**src/rtl/bsl_pkg.sv**
```systemverilog
package bsl_pkg;
  typedef enum logic [1:0] {
    ST_RUN       = 2'd0,
    ST_BURST_ON  = 2'd1,
    ST_BURST_OFF = 2'd2
  } burst_st_e;
endpackage

```
**src/rtl/bsl_sync.sv**
```systemverilog
module bsl_sync #(
  parameter int W      = 2,
  parameter int STAGES = 2
) (
  input  logic         clk_i,
  input  logic         rst_ni,
  input  logic [W-1:0] d_i,
  output logic [W-1:0] q_o
);
  logic [W-1:0] stg_q [STAGES];

  for (genvar s = 0; s < STAGES; s++) begin : g_stage
    if (s == 0) begin : g_first
      always_ff @(posedge clk_i or negedge rst_ni)
        if (!rst_ni) stg_q[s] <= '0;
        else         stg_q[s] <= d_i;
    end else begin : g_next
      always_ff @(posedge clk_i or negedge rst_ni)
        if (!rst_ni) stg_q[s] <= '0;
        else         stg_q[s] <= stg_q[s-1];
    end
  end

  assign q_o = stg_q[STAGES-1];
endmodule

```
**src/rtl/bsl_ramp.sv**
```systemverilog
module bsl_ramp #(
  parameter int CODE_W   = 4,
  parameter int TICK_DIV = 250000
) (
  input  logic              clk_i,
  input  logic              rst_ni,
  input  logic              restart_i,
  output logic [CODE_W-1:0] ramp_o
);
  localparam int                DIV_W    = (TICK_DIV > 1) ? $clog2(TICK_DIV) : 1;
  localparam logic [DIV_W-1:0]  DIV_LAST = DIV_W'(TICK_DIV - 1);
  localparam logic [CODE_W-1:0] RAMP_MAX = '1;

  logic [DIV_W-1:0]  cnt_q;
  logic [CODE_W-1:0] ramp_q;

  always_ff @(posedge clk_i or negedge rst_ni) begin
    if (!rst_ni) begin
      cnt_q  <= '0;
      ramp_q <= '0;
    end else if (restart_i) begin
      cnt_q  <= '0;
      ramp_q <= '0;
    end else if (ramp_q != RAMP_MAX) begin
      if (cnt_q == DIV_LAST) begin
        cnt_q  <= '0;
        ramp_q <= ramp_q + 1'b1;
      end else begin
        cnt_q  <= cnt_q + 1'b1;
      end
    end
  end

  assign ramp_o = ramp_q;
endmodule

```
**src/rtl/bsl_burst_fsm.sv**
```systemverilog
module bsl_burst_fsm
  import bsl_pkg::*;
(
  input  logic      clk_i,
  input  logic      rst_ni,
  input  logic      restart_i,
  input  logic      below_hi_i,
  input  logic      below_lo_i,
  output burst_st_e st_o
);
  burst_st_e st_q, st_d;
  logic      hi_eff;

  // a lower-threshold crossing implies the upper one
  assign hi_eff = below_hi_i | below_lo_i;

  always_comb begin
    st_d = st_q;
    unique case (st_q)
      ST_RUN:       if (hi_eff) st_d = ST_BURST_ON;
      ST_BURST_ON:  if (below_lo_i) st_d = ST_BURST_OFF;
                    else if (!hi_eff) st_d = ST_RUN;
      ST_BURST_OFF: if (!hi_eff) st_d = ST_RUN;
      default:      st_d = ST_RUN;
    endcase
    if (restart_i) st_d = ST_RUN;
  end

  always_ff @(posedge clk_i or negedge rst_ni)
    if (!rst_ni) st_q <= ST_RUN;
    else         st_q <= st_d;

  assign st_o = st_q;
endmodule

```
**src/rtl/burst_softstart_ilim.sv**
```systemverilog
module burst_softstart_ilim
  import bsl_pkg::*;
#(
  parameter int CODE_W      = 4,
  parameter int TICK_DIV    = 250000,
  parameter int BURST_CODE  = 6,
  parameter int SYNC_STAGES = 2
) (
  input  logic              clk_i,
  input  logic              rst_ni,
  input  logic              fb_below_hi_i,
  input  logic              fb_below_lo_i,
  input  logic              restart_i,
  output logic [CODE_W-1:0] ilim_code_o,
  output logic              sw_en_o
);
  localparam logic [CODE_W-1:0] BURST_LIM = CODE_W'(BURST_CODE);

  logic [1:0]        flags_s;
  logic [CODE_W-1:0] ramp_q;
  burst_st_e         st;

  bsl_sync #(.W(2), .STAGES(SYNC_STAGES)) u_sync (
    .clk_i  (clk_i),
    .rst_ni (rst_ni),
    .d_i    ({fb_below_lo_i, fb_below_hi_i}),
    .q_o    (flags_s)
  );

  bsl_ramp #(.CODE_W(CODE_W), .TICK_DIV(TICK_DIV)) u_ramp (
    .clk_i     (clk_i),
    .rst_ni    (rst_ni),
    .restart_i (restart_i),
    .ramp_o    (ramp_q)
  );

  bsl_burst_fsm u_fsm (
    .clk_i      (clk_i),
    .rst_ni     (rst_ni),
    .restart_i  (restart_i),
    .below_hi_i (flags_s[0]),
    .below_lo_i (flags_s[1]),
    .st_o       (st)
  );

  assign sw_en_o     = (st != ST_BURST_OFF);
  assign ilim_code_o = (st == ST_RUN) ? ramp_q : BURST_LIM;
endmodule

```
**config.mk**
```make
export PLATFORM = sky130hd
export DESIGN_NAME = burst_softstart_ilim
export DESIGN_NICKNAME = d
export VERILOG_FILES = /design/src/rtl/bsl_pkg.sv /design/src/rtl/bsl_sync.sv /design/src/rtl/bsl_ramp.sv /design/src/rtl/bsl_burst_fsm.sv /design/src/rtl/burst_softstart_ilim.sv
export SDC_FILE = /design/constraint.sdc
export NUM_CORES = 1
export LEC_CHECK = 0
export BUFFER_PORTS_ARGS = -buffer_cell sky130_fd_sc_hd__buf_2
export CAP_MARGIN = 20
export CORE_MARGIN = 1.5
export CORE_UTILIZATION = 37
export CTS_BUF_LIST = sky130_fd_sc_hd__clkbuf_2
export DETAILED_ROUTE_END_ITERATION = 12
export GPL_TIMING_DRIVEN = 0
export SYNTH_ARGS = -nofsm -noshare
export SYNTH_HDL_FRONTEND = slang
export SYNTH_HIERARCHICAL = 1
export SYNTH_SLANG_ARGS = --single-unit
```
**constraint.sdc**
```tcl
create_clock -name clk_i -period 4.2 [get_ports clk_i]
set_clock_uncertainty 0.05 [all_clocks]
set_input_delay 0.21 -clock clk_i [delete_from_list [all_inputs] [get_ports clk_i]]
set_output_delay 0.21 -clock clk_i [all_outputs]
set_load 0.1 [all_outputs]
```
Word level (Yosys, flattened, before mapping)
Cells that the tools add are included.
{ "totals": {"regBits": 28, "output_inout_bits": 5, "wordCells": 30} }
{ "classes": {"n_addsub": 2, "n_eq_ne": 6, "mux": 12, "bitwise": 1, "reduce_logical": 4} }
{ "op_table": {"columns": ["cell", "count"], "rows": [
  ["18-bit two-way mux", 3],
  ["18-bit by 1-bit adder with 18-bit output (second input constant)", 1],
  ["18-bit == test (second input constant)", 1],
  ["4-bit two-way mux", 4],
  ["2-bit two-way mux", 4],
  ["2-bit case mux with 3 select lines", 1],
  ["4-bit by 1-bit adder with 4-bit output (second input constant)", 1],
  ["4-bit != test (second input constant)", 1],
  ["2-bit nonzero test", 2],
  ["3-bit by 2-bit != test with 1-bit output (second input constant)", 1],
  ["2-bit by 1-bit == test with 1-bit output (second input constant)", 1],
  ["2-bit == test (second input constant)", 1],
  ["2-bit logical NOT", 1],
  ["2-bit != test (second input constant)", 1],
  ["2-bit AND reduction", 1],
  ["1-bit OR", 1]
]} }

Logic depth before layout (Yosys ltp)
Gate-level depths: netlist (run 1).
{ "logic_depth": {"ltp_word": 5, "depth_mapped": 7, "ltp_nobuf": 5} }

Hierarchy
Netlist (run 1), hierarchy kept.
{ "modules_own_cells": {"columns": ["module", "instances", "cells_per_inst", "area_each_um2", "seq_area_each_um2"], "rows": [
  ["bsl_ramp", 1, 124, 1179.9, 550.5],
  ["bsl_sync", 1, 6, 115.1, 100.1],
  ["bsl_burst_fsm", 1, 9, 92.6, 50.0],
  ["burst_softstart_ilim", 1, 5, 35.0, 0.0]
]} }

Least setup slack after synthesis (run 1)
No wires, ideal clock.
{ "synth_path": {"kind": "register to output", "from": "reg u_fsm.st_q[1] (netlist: u_fsm/st_o[1])", "to": "out ilim_code_o[0]", "t_arrival_ns": 2.646, "slack_ns": 1.294, "stages_incl_launch_ff": 2, "path_buffers": 0, "cell_sequence": "dfrtp_1 -> nor3b_1"} }
{ "synth_via": {"elab_chain_len": 2} }
{ "synth_rtl": {"columns": ["element", "line", "text"], "rows": [
  ["start, declared", "bsl_burst_fsm.sv:11", "burst_st_e st_q, st_d;"],
  ["start signal, assigned", "bsl_burst_fsm.sv:31", "else st_q <= st_d;"],
  ["2-bit logical NOT", "burst_softstart_ilim.sv:47", "assign ilim_code_o = (st == ST_RUN) ? ramp_q : BURST_LIM;"],
  ["4-bit two-way mux", "burst_softstart_ilim.sv:47", null],
  ["end, declared", "burst_softstart_ilim.sv:14", "output logic [CODE_W-1:0] ilim_code_o,"]
]} }
Every way passes these cells.

Final worst setup path (run 1)
{ "layout_path": {"from": "reg u_ramp.ramp_q[0] (netlist: u_ramp/ramp_o[0])", "to": "reg u_ramp.cnt_q[5]"} }
{ "layout_via": {"elab_chain_len": 2} }
{ "layout_rtl": {"columns": ["element", "line", "text"], "rows": [
  ["start, declared", "bsl_ramp.sv:15", "logic [CODE_W-1:0] ramp_q;"],
  ["start signal, assigned", "bsl_ramp.sv:27", "ramp_q <= ramp_q + 1'b1;"],
  ["4-bit != test", "bsl_ramp.sv:24", "end else if (ramp_q != RAMP_MAX) begin"],
  ["2-bit nonzero test (no line)", null, null],
  ["end signal, assigned", "bsl_ramp.sv:29", "cnt_q <= cnt_q + 1'b1;"],
  ["end, declared", "bsl_ramp.sv:14", "logic [DIV_W-1:0] cnt_q;"]
]} }
Every way passes these cells.
A chain may end at the register's enable or synchronous reset.

==> results.toml, run 1 <==
[clocking]
cts_buffers = 3
cts-root-buf = "clkbuf_2"
path_clk_slew_ns = 0.27
cts_tree = "yes"
insertion_delay_ns = 0.38
cts.path.max_buffers = 2
cts_sinks = 28
post_cts_buffers = 0
cts_max_level = 1

[synth]
ys_seq_area_share_pct = 49.3
synth_top_family_by_area = "simple AND/OR/NAND/NOR gates"
avgSynthCellArea_sq_um = 9.88
synth_area_sq_um = 1420
synth_flop_cell = "dfrtp_1"
syn_nets = 151
synth_warnings = 6
yosysUniqueCellTypes = 40
synth_xor_area_share_pct = 4.93
synthMuxAreaShare_pct = 0.704
async_reset_ff_share_pct = 100
synth_enable_flop_cells = 0
synth_adder_area_share_pct = 1.76
synth_seq_cells = 28
synth_compound_area_share_pct = 11.8
yosys.area_share.simple_pct = 27.4
synth_cells = 144

[global_route]
track_usage_pct = 15.4
overflow = 0
antenna_found_initial = 0
grt_pass1_vias = 1076
grt_max_degree = 29
grt_pass1_wl_mm = 5.08

[floorplan]
ios = 10
start_util_pct = 38.6
num_rows = 22
die-width_um = 65.0
die_y_um = 65.0
coreArea_sq_um = 3690
dieArea_sq_um = 4230

[place]
gp_congestion = 0.811
io_buffers = 9
hpwl_mm = 1.97
pre_cts_slack_ns = 1.67

[critical_path]
end_kind = "flip-flop"
timing.critical_path.from_type = "flip-flop"
arrival_ns = 2.80
cp_max_fo = 10
criticalPathCategory = "reg2reg"
required_ns = 4.44

[finish]
drive_gt1_share_pct = 13.0
fill_cells = 356
seqCellArea_sq_um = 701
layout_common_cells = "dfrtp_1 (28), buf_2 (11), nor2_1 (11)"
multi_input_area_sq_um = 663
post-route-util_pct = 43.7
final_common_cell = "dfrtp_1"
diodes = 0
area_growth_pct = 13.4
nNetsFinal = 169

[timing]
fin_ws_ns = 1.65
finalSetupTns_ns = 0
min_period_over_period_pct = 60.8
period_needed_ns = 2.55
maxSlewViolCount = 0
tightestPinTransition_ns = 0.613
hold_viol = 0
relSlewSlack_pct = 59.2
setup_viol = 0
fmaxAchievable_mhz = 392
rsz0062_at_grt = "false"

[outcome]
status = "completed"

[detailed_routing]
vias_per_cell = 5.45
drt_iter0_drc = 54
drc = 0
wl_per_cell_um = 13.4
dr_total_vias = 1140
ant_nets = 0
routed_wl_mm = 2.79
first_pass_iters = 4

[power]
power.leakage_nw = 0.662
fin_total_pwr_w = 0.000495
ir_drop_uv = 247
p_per_area_nw_per_um2 = 307

[flow_run]
cap_violations = 0

[worst_hold_path]
hold_class = "in2async"
==> what timing repair did <==
item / CTS / global route
hold endpoints to repair: 32 / 0
resized for setup: 0 / 0
endpoints found under the setup margin: 0 / 0
hold buffers: 4 / 0
==> worst max-delay path: stages, from the launching register on <==
cell and delay (ns):
dfrtp_1 0.48, ha_1 0.27, and4b_1 0.20, buf_6 0.14
or3_2 0.50, o21bai_1 0.44, buf_2 0.32, nor2_1 0.08
==> cells in the mapped netlist (3+ instances only) <==
master,instances,area (sq um)
dfrtp_1,28,701
nor2_1,11,41.3
a21oi_1,10,50.1
or3_1,10,62.6
o21ai_0,9,45.0
nand2_1,8,30.0
nand3_1,7,35.0
nand4_1,5,31.3
nor3_1,4,20.0
xnor2_1,4,35.0
xor2_1,4,35.0
and2_1,3,18.8
o31ai_1,3,22.5
==> cell type report <==
class | instances | area share (%)
Buffer | 7 | 3.18
Clock buffer | 3 | 0.931
Clock inverter | 1 | 1.86
Inverter | 2 | 0.465
Multi-Input combinational cell | 107 | 41.1
Sequential cell | 28 | 43.4
Tap cell | 48 | 3.72
Timing Repair Buffer | 13 | 5.28
==> routing by layer <==
metal | part of all wire [%] | GRT usage (%)
met2 | 45 | 24.7
met1 | 50 | 21.3
met4 | 0.90 | 3.99
met5 | 0 | 0
met3 | 3.7 | 3.13
==> final timing paths <==
check	slack, ns	end	startpoint	cells past startpoint
max	1.65	u_ramp/cnt_q[5]	u_ramp/ramp_o[0]	7
min	0.27	u_ramp/ramp_o[2]	rst_ni	2
max reg2reg	1.65	u_ramp/cnt_q[5]	u_ramp/ramp_o[0]	7
min reg2reg	0.34	u_sync/q_o[0]	u_sync/stg_q[2]	0
max in group asynchronous	3.42	u_ramp/cnt_q[17]	rst_ni	2
min in group clk_i	0.34	u_sync/q_o[0]	u_sync/stg_q[2]	0
==> flip-flops by register name, indices dropped and copies added, names as in the netlist <==
name / flops
u_ramp/ramp_o: 4
u_fsm/st_o: 2
u_sync/q_o: 2
u_ramp/cnt_q: 18
u_sync/stg_q: 2
==> kinds of logic (layout without fill, tap and decap cells) <==
group,count (synthesis),in the layout
simple gates,67,67
compound gates,29,29
flops,28,28
buf+inv,9,26
xor+xnor,8,8
fa+ha+maj,2,2
mux,1,1
==> metrics by stage <==
step,instances,hold slack (ns),cell area (sq um)
6_report,209,0.267,1610
5_1_grt,209,0.285,1610
4_1_cts,209,0.298,1610
3_5_place_dp,201,0.212,1530
3_3_place_gp,201,0.208,1530
2_1_floorplan,144,-0.136,1420
==> report_power, final <==
part	switching (W)	internal, W
clock network	0.0000813	0.0000819
registers	0.00000510	0.000276
logic	0.0000367	0.0000144
(Power assumes the default switching activity.)
==> run 2, diff against run 1 <==
==> constraint.sdc (replaced) <==
create_clock -name clk_i -period 2.5 [get_ports clk_i]
set_clock_uncertainty 0.05 [all_clocks]
set_input_delay 0.125 -clock clk_i [delete_from_list [all_inputs] [get_ports clk_i]]
set_output_delay 0.125 -clock clk_i [all_outputs]
set_load 0.1 [all_outputs]
==> run 2 against run 1 <==
Against the previous run: highest routed layer unchanged; largest cell class unchanged; critical path type unchanged; global-route usage about the same; die area unchanged; sequential cell count unchanged; critical path depth unchanged; largest power group unchanged; clock power increased by 68%; routed wire length increased by 2.6%; register-to-register slack got worse by 1.5 ns.
==> results.toml, run 2 (synthesis gave the netlist of run 1 again) <==
[clocking]
cts_max_level = 1
path_clk_slew_ns = 0.27
cts_buffers = 3
insertion_delay_ns = 0.37
cts_tree = "yes"
cts_sinks = 28
cts.path.max_buffers = 2
cts-root-buf = "clkbuf_2"

[timing]
finalSetupTns_ns = 0
min_period_over_period_pct = 94.7
whs_ns = 0.182
hold_viol = 0
rsz0062_at_grt = "false"
maxSlewViolCount = 0
fin_ws_ns = 0.132
setup_viol = 0
fmaxAchievable_mhz = 422
relSlewSlack_pct = 58.7
period_needed_ns = 2.37
tightestPinTransition_ns = 0.620

[finish]
post-route-util_pct = 45.0
final_common_cell = "dfrtp_1"
nNetsFinal = 171
largest_reg_flops = 18
layout_common_cells = "dfrtp_1 (28), nor2_1 (11), or3_1 (10), buf_2 (10)"
area_growth_pct = 16.6
fill_cells = 360
largest_register = "u_ramp/cnt_q"
drive_gt1_share_pct = 17.2
diodes = 0

[floorplan]
die-width_um = 65.0
ios = 10
start_util_pct = 38.6
coreArea_sq_um = 3690
die_y_um = 65.0
dieArea_sq_um = 4230
num_rows = 22

[detailed_routing]
vias_per_cell = 5.49
first_pass_iters = 4
drt_iter0_drc = 59
ant_nets = 0
routed_wl_mm = 2.86
wl_per_cell_um = 13.6
dr_total_vias = 1159
drc = 0

[global_route]
grt_pass1_vias = 1095
antenna_found_initial = 0
overflow = 0
grt_pass1_wl_mm = 5.11
grt_max_degree = 29
track_usage_pct = 15.5

[critical_path]
crit_chain = "ha_2, and4b_1, buf_6, or4_4, buf_6, or4_1, a21oi_2"
required_ns = 2.77
cp_max_fo = 9
cp_slowest_cell = "or4_4"
worst-path-buf-inv = 2
max_stage_delay_ns = 0.52
cpMostUsedCell = "buf_6"
crit_family = "simple AND/OR/NAND/NOR gates"
criticalPathCategory = "reg2reg"
arrival_ns = 2.64
timing.critical_path.from_type = "flip-flop"
end_kind = "flip-flop"

[place]
gp_congestion = 0.811
hpwl_mm = 1.97
pre_cts_slack_ns = -0.0290
io_buffers = 9

[power]
ir_drop_uv = 423
power.leakage_nw = 0.682
p_per_area_nw_per_um2 = 502

[flow_run]
cap_violations = 0

[outcome]
status = "completed"

[worst_hold_path]
hold_class = "in2async"
==> run 2: power breakdown <==
part	total (W)	internal [W]	switching, W	leakage, nW
sequential	0.000472	0.000463	0.00000839	0.378
clock	0.000274	0.000138	0.000137	0.0266
combinational	0.0000873	0.0000254	0.0000620	0.278
total	0.000834	0.000626	0.000207	0.682
==> run 2: cell type report <==
class                   instances  area (sq um)  area share [%]
flip-flops and latches         28           701            42.2
multi-input cells             107           684            41.3
repair buffers                 16           108            6.49
well taps                      48          60.1            3.62
plain buffers                   6          53.8            3.24
clock inverters                 1          30.0            1.81
clock buffers                   3          15.0           0.905
inverters                       2          7.51           0.452
==> run 2: layer usage <==
metal	up-vias	wire, um	GRT usage (%)
li1	562	-	-
met1	577	1430	21.0
met2	16	1310	25.3
met3	4	91	3.13
met4	0	25	3.99
met5	-	0	0
==> run 2: final timing paths <==
check                                    to  slack, ns              from  cells past startpoint
max                        u_ramp/cnt_q[17]       0.13  u_ramp/ramp_o[0]                      7
min                        u_ramp/ramp_o[2]       0.18            rst_ni                      2
max reg2reg                u_ramp/cnt_q[17]       0.13  u_ramp/ramp_o[0]                      7
min reg2reg                   u_sync/q_o[0]       0.34   u_sync/stg_q[2]                      0
max in group asynchronous  u_ramp/cnt_q[17]       1.80            rst_ni                      2
min in group clk_i          u_sync/stg_q[2]       0.32     fb_below_hi_i                      2
==> run 2: timing repair <==
action                     in CTS  in global routing
cloned                          0                  0
hold buffers                    4                  0
setup endpoints to repair      10                 15
gates resized for setup         1                  7
setup buffers                   0                  3
pin swaps                       0                  0
hold endpoints to repair       37                  0
==> run 2: through the flow <==
| stage | cell area [sq um] | power, W | cells |
|---|---|---|---|
| 4_1_cts | 1620 | 0.000842 | 209 |
| 2_1_floorplan | 1420 | 0.000538 | 144 |
| 3_3_place_gp | 1530 | 0.000559 | 201 |
| 3_5_place_dp | 1530 | 0.000562 | 201 |
| 5_1_grt | 1660 | 0.000869 | 211 |
| 6_report | 1660 | 0.000834 | 211 |
